--- config.mk ---
export PLATFORM = sky130hd
export DESIGN_NAME = pin_port_regs
export DESIGN_NICKNAME = d
export VERILOG_FILES = /design/src/rtl/pin_port_pkg.sv /design/src/rtl/pin_masked_reg.sv /design/src/rtl/pin_in_sync.sv /design/src/rtl/pin_read_path.sv /design/src/rtl/pin_port_regs.sv
export SDC_FILE = /design/constraint.sdc
export NUM_CORES = 1
export LEC_CHECK = 0
export BUFFER_PORTS_ARGS = -buffer_cell sky130_fd_sc_hd__buf_2
export CAP_MARGIN = 20
export CELL_PAD_IN_SITES_DETAIL_PLACEMENT = 1
export CELL_PAD_IN_SITES_GLOBAL_PLACEMENT = 2
export CORE_MARGIN = 2
export CORE_UTILIZATION = 33
export CTS_CLUSTER_SIZE = 25
export DETAILED_ROUTE_END_ITERATION = 10
export PLACE_DENSITY_LB_ADDON = 0.1
export SYNTH_ARGS = -nofsm -noshare
export SYNTH_HDL_FRONTEND = slang
export SYNTH_HIERARCHICAL = 1
export SYNTH_SLANG_ARGS = --single-unit
--- constraint.sdc ---
create_clock -name clk -period 1.26 [get_ports clk]
set_input_delay 0.252 -clock clk [delete_from_list [all_inputs] [get_ports clk]]
set_output_delay 0.252 -clock clk [all_outputs]
set_load 0.005 [all_outputs]
--- src/rtl/pin_port_pkg.sv ---
package pin_port_pkg;

   // Low-byte position of each controlled pin
   localparam int unsigned PIN_ENC_RESET = 0;
   localparam int unsigned PIN_CG_LOAD   = 1;
   localparam int unsigned PIN_SCL_B     = 2;
   localparam int unsigned PIN_SDA       = 3;
   localparam int unsigned PIN_SCL_A     = 4;
   localparam int unsigned PIN_CG_CLK    = 5;
   localparam int unsigned PIN_NUM       = 6;

   // All lines idle high, encoder held in reset
   localparam logic [PIN_NUM-1:0] PIN_VAL_DEFAULT = 6'b111110;

   typedef enum logic [1:0] {
      SEL_NONE = 2'd0,
      SEL_PIN  = 2'd1,
      SEL_OE   = 2'd2
   } rd_sel_e;

endpackage

--- src/rtl/pin_masked_reg.sv ---
module pin_masked_reg #(
   parameter int unsigned FIELD_W = 8,
   parameter int unsigned WIDTH = 6,
   parameter logic [WIDTH-1:0] RESET_VAL = '0
) (
   input  logic                 clk,
   input  logic                 rst_n,
   input  logic                 wr_en,
   input  logic [2*FIELD_W-1:0] wdata,
   output logic [WIDTH-1:0]     q
);

   localparam int unsigned SPARE_W = FIELD_W - WIDTH;

   initial begin
      width_fit_chk: assert (WIDTH >= 1 && WIDTH <= FIELD_W)
         else $error("pin_masked_reg: WIDTH must be in 1..FIELD_W");
   end

   always_ff @(posedge clk or negedge rst_n) begin
      if (!rst_n) begin
         q <= RESET_VAL;
      end else if (wr_en) begin
         for (int i = 0; i < int'(WIDTH); i++) begin
            if (wdata[FIELD_W+i]) q[i] <= wdata[i];
         end
      end
   end

   // Bits above the stored width carry no state
   if (SPARE_W > 0) begin : g_spare
      logic unused_spare;
      assign unused_spare = ^{wdata[2*FIELD_W-1:FIELD_W+WIDTH], wdata[FIELD_W-1:WIDTH]};
   end

   for (genvar i = 0; i < WIDTH; i++) begin : g_bit_chk

      masked_hold_chk: assert property (@(posedge clk) disable iff (!rst_n)
         (wr_en && !wdata[FIELD_W+i]) |=> $stable(q[i]));

      masked_load_chk: assert property (@(posedge clk) disable iff (!rst_n)
         (wr_en && wdata[FIELD_W+i]) |=> (q[i] == $past(wdata[i])));
   end


   idle_hold_chk: assert property (@(posedge clk) disable iff (!rst_n)
      !wr_en |=> $stable(q));


   reset_value_chk: assert property (@(posedge clk) disable iff (!rst_n)
      $rose(rst_n) |-> (q == RESET_VAL));

endmodule

--- src/rtl/pin_in_sync.sv ---
module pin_in_sync #(
   parameter int unsigned WIDTH = 6,
   parameter int unsigned STAGES = 2
) (
   input  logic             clk,
   input  logic             rst_n,
   input  logic [WIDTH-1:0] din,
   output logic [WIDTH-1:0] dout
);

   logic [WIDTH-1:0] stage_q [STAGES];

   initial begin
      stage_count_chk: assert (STAGES >= 2)
         else $error("pin_in_sync: at least two stages are needed");
   end

   always_ff @(posedge clk or negedge rst_n) begin
      if (!rst_n) begin
         stage_q <= '{default: '0};
      end else begin
         stage_q[0] <= din;
         for (int s = 1; s < int'(STAGES); s++) begin
            stage_q[s] <= stage_q[s-1];
         end
      end
   end

   assign dout = stage_q[STAGES-1];


   first_stage_chk: assert property (@(posedge clk) disable iff (!rst_n)
      1'b1 |=> (stage_q[0] == $past(din)));

   for (genvar s = 1; s < STAGES; s++) begin : g_stage_chk

      stage_shift_chk: assert property (@(posedge clk) disable iff (!rst_n)
         1'b1 |=> (stage_q[s] == $past(stage_q[s-1])));
   end

endmodule

--- src/rtl/pin_read_path.sv ---
module pin_read_path #(
   parameter int unsigned DATA_W = 16,
   parameter bit REGISTERED = 1'b1
) (
   input  logic              clk,
   input  logic              rst_n,
   input  logic              rd_en,
   input  logic [DATA_W-1:0] rd_word,
   output logic [DATA_W-1:0] rdata
);

   if (REGISTERED) begin : g_reg
      logic [DATA_W-1:0] rdata_q;

      always_ff @(posedge clk or negedge rst_n) begin
         if (!rst_n)     rdata_q <= '0;
         else if (rd_en) rdata_q <= rd_word;
      end

      assign rdata = rdata_q;


      rdata_hold_chk: assert property (@(posedge clk) disable iff (!rst_n)
         !rd_en |=> $stable(rdata));
   end else begin : g_comb
      logic unused_clocking;
      assign unused_clocking = clk ^ rst_n;
      assign rdata = rd_en ? rd_word : '0;
   end

endmodule

--- src/rtl/pin_port_regs.sv ---
module pin_port_regs
   import pin_port_pkg::*;
#(
   parameter int unsigned ADDR_W = 2,
   parameter int unsigned FIELD_W = 8,
   parameter int unsigned PIN_COUNT = PIN_NUM,
   parameter int unsigned SYNC_STAGES = 2,
   parameter logic [ADDR_W-1:0] ADDR_PINS = 0,
   parameter logic [ADDR_W-1:0] ADDR_ENABLES = 1,
   parameter bit READ_REGISTERED = 1'b1,
   parameter logic [PIN_COUNT-1:0] VAL_RESET = PIN_VAL_DEFAULT,
   parameter logic [PIN_COUNT-1:0] OE_RESET = '0
) (
   input  logic                 clk,
   input  logic                 rst_n,
   input  logic [ADDR_W-1:0]    bus_addr,
   input  logic                 bus_wr,
   input  logic [2*FIELD_W-1:0] bus_wdata,
   input  logic                 bus_rd,
   output logic [2*FIELD_W-1:0] bus_rdata,
   input  logic [PIN_COUNT-1:0] pin_in,
   output logic [PIN_COUNT-1:0] pin_out,
   output logic [PIN_COUNT-1:0] pin_oe
);

   localparam int unsigned DATA_W = 2 * FIELD_W;

   initial begin
      pins_fit_chk: assert (PIN_COUNT >= 1 && PIN_COUNT <= FIELD_W)
         else $error("pin_port_regs: PIN_COUNT must fit in the low byte field");
      addr_distinct_chk: assert (ADDR_PINS != ADDR_ENABLES)
         else $error("pin_port_regs: register addresses must differ");
   end

   logic                 wr_pins;
   logic                 wr_enables;
   rd_sel_e              rd_sel;
   logic [PIN_COUNT-1:0] val_q;
   logic [PIN_COUNT-1:0] oe_q;
   logic [PIN_COUNT-1:0] pin_sync;
   logic [DATA_W-1:0]    rd_word;

   // Address decode
   always_comb begin
      if (bus_addr == ADDR_PINS)         rd_sel = SEL_PIN;
      else if (bus_addr == ADDR_ENABLES) rd_sel = SEL_OE;
      else                               rd_sel = SEL_NONE;
   end

   assign wr_pins    = bus_wr && (rd_sel == SEL_PIN);
   assign wr_enables = bus_wr && (rd_sel == SEL_OE);

   pin_masked_reg #(
      .FIELD_W   (FIELD_W),
      .WIDTH     (PIN_COUNT),
      .RESET_VAL (VAL_RESET)
   ) i_val_reg (
      .clk   (clk),
      .rst_n (rst_n),
      .wr_en (wr_pins),
      .wdata (bus_wdata),
      .q     (val_q)
   );

   pin_masked_reg #(
      .FIELD_W   (FIELD_W),
      .WIDTH     (PIN_COUNT),
      .RESET_VAL (OE_RESET)
   ) i_oe_reg (
      .clk   (clk),
      .rst_n (rst_n),
      .wr_en (wr_enables),
      .wdata (bus_wdata),
      .q     (oe_q)
   );

   pin_in_sync #(
      .WIDTH  (PIN_COUNT),
      .STAGES (SYNC_STAGES)
   ) i_in_sync (
      .clk   (clk),
      .rst_n (rst_n),
      .din   (pin_in),
      .dout  (pin_sync)
   );

   // Per-pin tri-state drive
   for (genvar p = 0; p < PIN_COUNT; p++) begin : g_pin
      assign pin_oe[p]  = oe_q[p];
      assign pin_out[p] = oe_q[p] & val_q[p];
   end

   // Read word assembly
   always_comb begin
      rd_word = '0;
      case (rd_sel)
         SEL_PIN: begin
            rd_word[PIN_COUNT-1:0]         = val_q;
            rd_word[FIELD_W +: PIN_COUNT]  = pin_sync;
         end
         SEL_OE:  rd_word[PIN_COUNT-1:0]   = oe_q;
         default: rd_word = '0;
      endcase
   end

   pin_read_path #(
      .DATA_W     (DATA_W),
      .REGISTERED (READ_REGISTERED)
   ) i_read_path (
      .clk     (clk),
      .rst_n   (rst_n),
      .rd_en   (bus_rd),
      .rd_word (rd_word),
      .rdata   (bus_rdata)
   );


   unmapped_write_chk: assert property (@(posedge clk) disable iff (!rst_n)
      (bus_wr && bus_addr != ADDR_PINS && bus_addr != ADDR_ENABLES)
      |=> ($stable(pin_oe) && $stable(pin_out)));


   drive_follow_chk: assert property (@(posedge clk) disable iff (!rst_n)
      (wr_enables && !bus_wdata[FIELD_W+PIN_SDA]) |=> $stable(pin_oe[PIN_SDA]));

endmodule

Word-level counts from Yosys, hierarchy flattened:

Index checks and enable logic that the tools add are counted.

* logic and storage cells: 43
* register bits: 36

* reductions and logical operators: 15
* muxes and demuxes: 4
* eq/ne operators: 3
* bitwise operators: 6

Operators with widths (number)
* 2-bit AND reduction: 12
* 6-bit case mux with 2 select lines: 1
* 1-bit AND: 6
* 6-bit two-way mux: 1
* 2-bit by 1-bit == test with 1-bit output (second input constant): 2
* 2-bit two-way mux: 2
* 2-bit == test (second input constant): 1
* 1-bit logical AND: 2
* 2-bit logical NOT: 1

Depth between registers and ports, before layout:

* depth in word-level cells: 6
* mapped depth: 5
* mapped depth without buffers: 4

Modules after synthesis:

The synthesis kept the hierarchy.

Modules (own cells, without submodules)
* pin_read_path: instances 1, area each 649.4 µm², cells an instance 34, sequential area each 400.4 µm²
* pin_in_sync: instances 1, area each 345.3 µm², cells an instance 18, sequential area each 300.3 µm²
* pin_masked_reg at i_val_reg: instances 1, area each 269.0 µm², cells an instance 18, sequential area each 156.4 µm²
* pin_masked_reg at i_oe_reg: instances 1, area each 262.8 µm², cells an instance 18, sequential area each 150.1 µm²
* pin_port_regs: instances 1, area each 203.9 µm², cells an instance 30, sequential area each 0.0 µm²

Least setup slack after synthesis:

OpenSTA, ideal clock, no wires.

* path type: input -> register
* start: input port bus_addr[1]
* end: register i_val_reg.q[0]
* required time: 1.135 ns
* stages on the path: 5
* library setup time: 0.125 ns
* data arrival time: 1.084 ns
* slack: 0.051 ns
* cells stage by stage: buf_2 -> nor2_4 -> and2_1 -> nand2_1 -> mux2_4

* longest elaborated chain between the ends: 6
* elaborated cells on any way between the ends: 7
* classes of those cells: eq/ne (2); mux (2); reduce/logical (3)

RTL lines
* from (decl): RTL line pin_port_regs.sv:16 `input logic [ADDR_W-1:0] bus_addr,`
* 2-bit by 1-bit == test with 1-bit output: RTL line pin_port_regs.sv:46 `else if (bus_addr == ADDR_ENABLES) rd_sel = SEL_OE;`
* 2-bit two-way mux: RTL line pin_port_regs.sv:46
* 2-bit two-way mux *: RTL line pin_port_regs.sv:45 `if (bus_addr == ADDR_PINS) rd_sel = SEL_PIN;`
* 2-bit by 1-bit == test with 1-bit output *: RTL line pin_port_regs.sv:50 `assign wr_pins = bus_wr && (rd_sel == SEL_PIN);`
* 1-bit logical AND *: RTL line pin_port_regs.sv:50
* named net wr_pins: RTL line pin_port_regs.sv:35 `logic wr_pins;`
* 2-bit AND reduction (no line) *
* to (signal, indexed assignment): RTL line pin_masked_reg.sv:25 `if (wdata[FIELD_W+i]) q[i] <= wdata[i];`
* to (decl): RTL line pin_masked_reg.sv:10 `output logic [WIDTH-1:0] q`

The timed path passes the listed nets; every way through them passes the cells marked *.
A chain may end at the register's enable or synchronous reset.

Final worst setup path:

* start: register i_val_reg.q[1]
* end: output port pin_out[1]

* longest elaborated chain between the ends: 1

RTL lines
* 1-bit AND: RTL line pin_port_regs.sv:90 `assign pin_out[p] = oe_q[p] & val_q[p];`
* to (decl): RTL line pin_port_regs.sv:22 `output logic [PIN_COUNT-1:0] pin_out,`

No other way between the ends.

==> metrics.md <==
| Metric | Value |
|---|---|
| Initial antenna violation count | 0 |
| Hold Crit Class | input port to flop |
| Worst-path clk slew | 80 ps |
| Synthesized flop and latch total | 40 |
| DP Wirelength | 2.76 mm |
| Initial Utilization | 34.1% |
| WP data arrival | 1060 ps |
| Max Clock Freq | 0.761 GHz |
| Die ar. | 0.00584 mm² |
| Worst Setup Start Kind | flop |
| RSZ-0062 raised after global routing | yes |
| Pins over their slew limit | 0 |
| Largest net degree at the start of global routing | 25 |
| CP cell instances | and2_4, buf_6 |
| Failing checks | negative setup slack |
| Die H | 76.4 µm |
| DRC violations left | 0 |
| Final worst slack | -53.6 ps |
| GRT Total Usage | 13.8% |
| Layout net count | 211 |
| First-pass GRT wire length | 6.20 mm |
| Leak Pwr | 1.18 nW |
| Netlist cell types | 15 |
| Dpl cell area | 0.00207 mm² |
| Fill cells | 554 |
| Wirelength, routed | 3.75 mm |
| Antenna cells | 0 |
| Most frequent cells in the layout | 48 x buf_2, 35 x dfrtp_1, 22 x mux2_4, 12 x nand2_1, 11 x buf_4 |
| Fin crit period | 1310 ps |
| Std cell rows | 26 |
| Via Count | 1102 |
| Final Hold Viols | 0 |
| Syn avg cell area | 14.7 µm² |
| Tcrit/Tclk final | 104% |
| Max VDD drop | 0.000622 V |
| Area contributors post-synth | dfrtp_1 51%, mux2_4 19%, dfstp_2 7.6%, and2_1 4.7%, mux2_2 3.9% |
| Buf/Inv on CP | 1 |
| Layout Area Growth over Synthesis | 30.9% |
| CTS tree | built |
| Register area | 0.00101 mm² |
| Setup-failing EPs final | 5 |
| Max Buffers Root-to-Sink | 2 |
| Fin Clk Skew | 5.10 ps |
| Clk root buf | clkbuf_8 |
| Vias in the first global route | 1256 |
| Multi-input gate area | 649 µm² |
| Largest stage delay on the critical path | 540 ps |
| Outcome | finished with violations |
| Final Wtd Congestion | 0.745 |
| Grt ovf | 0 |
| H-tree depth | 2 |
| DR pass1 iterations | 4 |
| Crit path max fanout | 2 |
| Slowest CP cell | dfstp_2 |
| Crit path max-delay family | flip-flops |
| CP endpoint kind | primary output |
| Synth Cell Area | 0.00173 mm² |
| Share of the synthesized area in the top cell type | 50.6% |
| Max-cap violations | 0 |
| Critical path class | flop to primary output |
| Core footprint | 0.00507 mm² |
| Worst Path Required | 1010 ps |
| Setup_tns | -187 ps |
| Clk_lat worst skew | 290 ps |
| Io pins | 56 |
| Leading cell type in the layout, fill and taps excluded | buf_2 |
| Die Span X | 76.4 µm |
| Num CTS Buffers | 5 |
| Via density | 4.34 |
| # clock sinks | 40 |
| Initial DRC Count | 18 |
| Synth area leader | dfrtp_1 |
| Post-DRT Antenna Nets | 0 |
| Post-synthesis instance total | 118 |
| Layout cells sized above 1 | 59.2% |
| P per Cell Area | 1480 mW/mm² |
| Post-DR wirelength/cell | 14.8 µm |
| I/O Buffers | 51 |
| YS warnings | 6 |
| Register area share after synthesis | 58.2% |
| Design Area, Final | 0.00227 mm² |
cells in the mapped netlist:
library cell,number
mux2i_1,6
buf_2,1
and2_1,13
nor2_1,6
buf_4,6
nor2_4,1
mux2_4,22
nand2_1,12
dfstp_2,5
buf_6,2
conb_1,1
buf_12,1
mux2_2,6
dfrtp_1,35
and3b_1,1
registers in the layout, summed over array words and instances, names as in the netlist:
| name | cells |
|---|---|
| i_in_sync/stage_q | 6 |
| i_in_sync/dout | 6 |
| i_oe_reg/q | 6 |
| i_read_path/rdata | 16 |
| i_val_reg/q | 6 |
final cells by class:
class / instances / share of cell area (%)
flip-flops and latches: 40 / 44.5
multi-input cells: 71 / 28.7
repair buffers: 65 / 17.9
well taps: 70 / 3.87
clock buffers: 5 / 3.04
clock inverters: 3 / 2.04
worst paths after layout:
check | startpoint | to | slack [ps] | cells after the start
setup / recovery | i_val_reg/q[1] | pin_out[1] | -50 | 2
max in group asynchronous | rst_n | i_read_path/rdata[7] | 350 | 3
setup reg to reg | i_val_reg/q[5] | i_read_path/rdata[5] | 150 | 4
hold reg to reg | i_in_sync/stage_q[11] | i_in_sync/dout[5] | 350 | 0
hold / removal | pin_in[5] | i_in_sync/stage_q[11] | 60 | 1
min in group asynchronous | rst_n | i_oe_reg/q[5] | 440 | 2
where the power goes:
part           internal (mW)  leakage (nW)  total (mW)  switching (mW)
logic                  0.453         0.644       0.707           0.254
registers               1.47         0.482        1.58           0.107
clock network          0.597        0.0548        1.08           0.480
metrics by stage:
| stage | utilization (%) | setup slack (ps) | hold slack (ps) | cells | power (mW) |
|---|---|---|---|---|---|
| floorplan | - | 50.9 | -43.6 | 121 | 1.93 |
| global placement | 40.8 | -80.8 | 205 | 239 | 2.17 |
| detailed placement | 40.8 | -111 | 216 | 239 | 2.21 |
| CTS | 44.2 | -66.7 | 51.2 | 253 | 3.37 |
| global route | 44.6 | -107 | 41.6 | 254 | 3.54 |
| finish | 44.6 | -53.6 | 62.2 | 254 | 3.36 |
cells by family (layout without fill, tap and decap cells):
family / after synthesis / in the layout / synth area share, %
flops: 40 / 40 / 58.2
buf+inv: 10 / 73 / 5.35
simple gates: 33 / 33 / 9.76
other cells: 1 / 4 / 0.217
mux: 34 / 34 / 26.5
worst reg2reg max path: cells and delay by family (launching register included):
kind / cells / cell delay, ps
flip-flops: 1 / 380
AND/OR/NAND/NOR: 1 / 70
multiplexers: 2 / 410
buffers and inverters: 1 / 120
repair_timing:
item,in CTS,in global routing
cloned,0,0
setup buffers,5,1
setup endpoints to repair,5,6
pin swaps,4,1
hold buffers,1,0
gates resized for setup,2,4
hold endpoints to repair,11,0
layer usage:
metal  GRT usage (%)  part of all wire (%)
met3            4.03                   4.7
met5               0                     0
met2            23.6                    50
met4            4.91                   1.5
met1            16.6                    44
No activity file was read; power rests on OpenSTA's default activity.
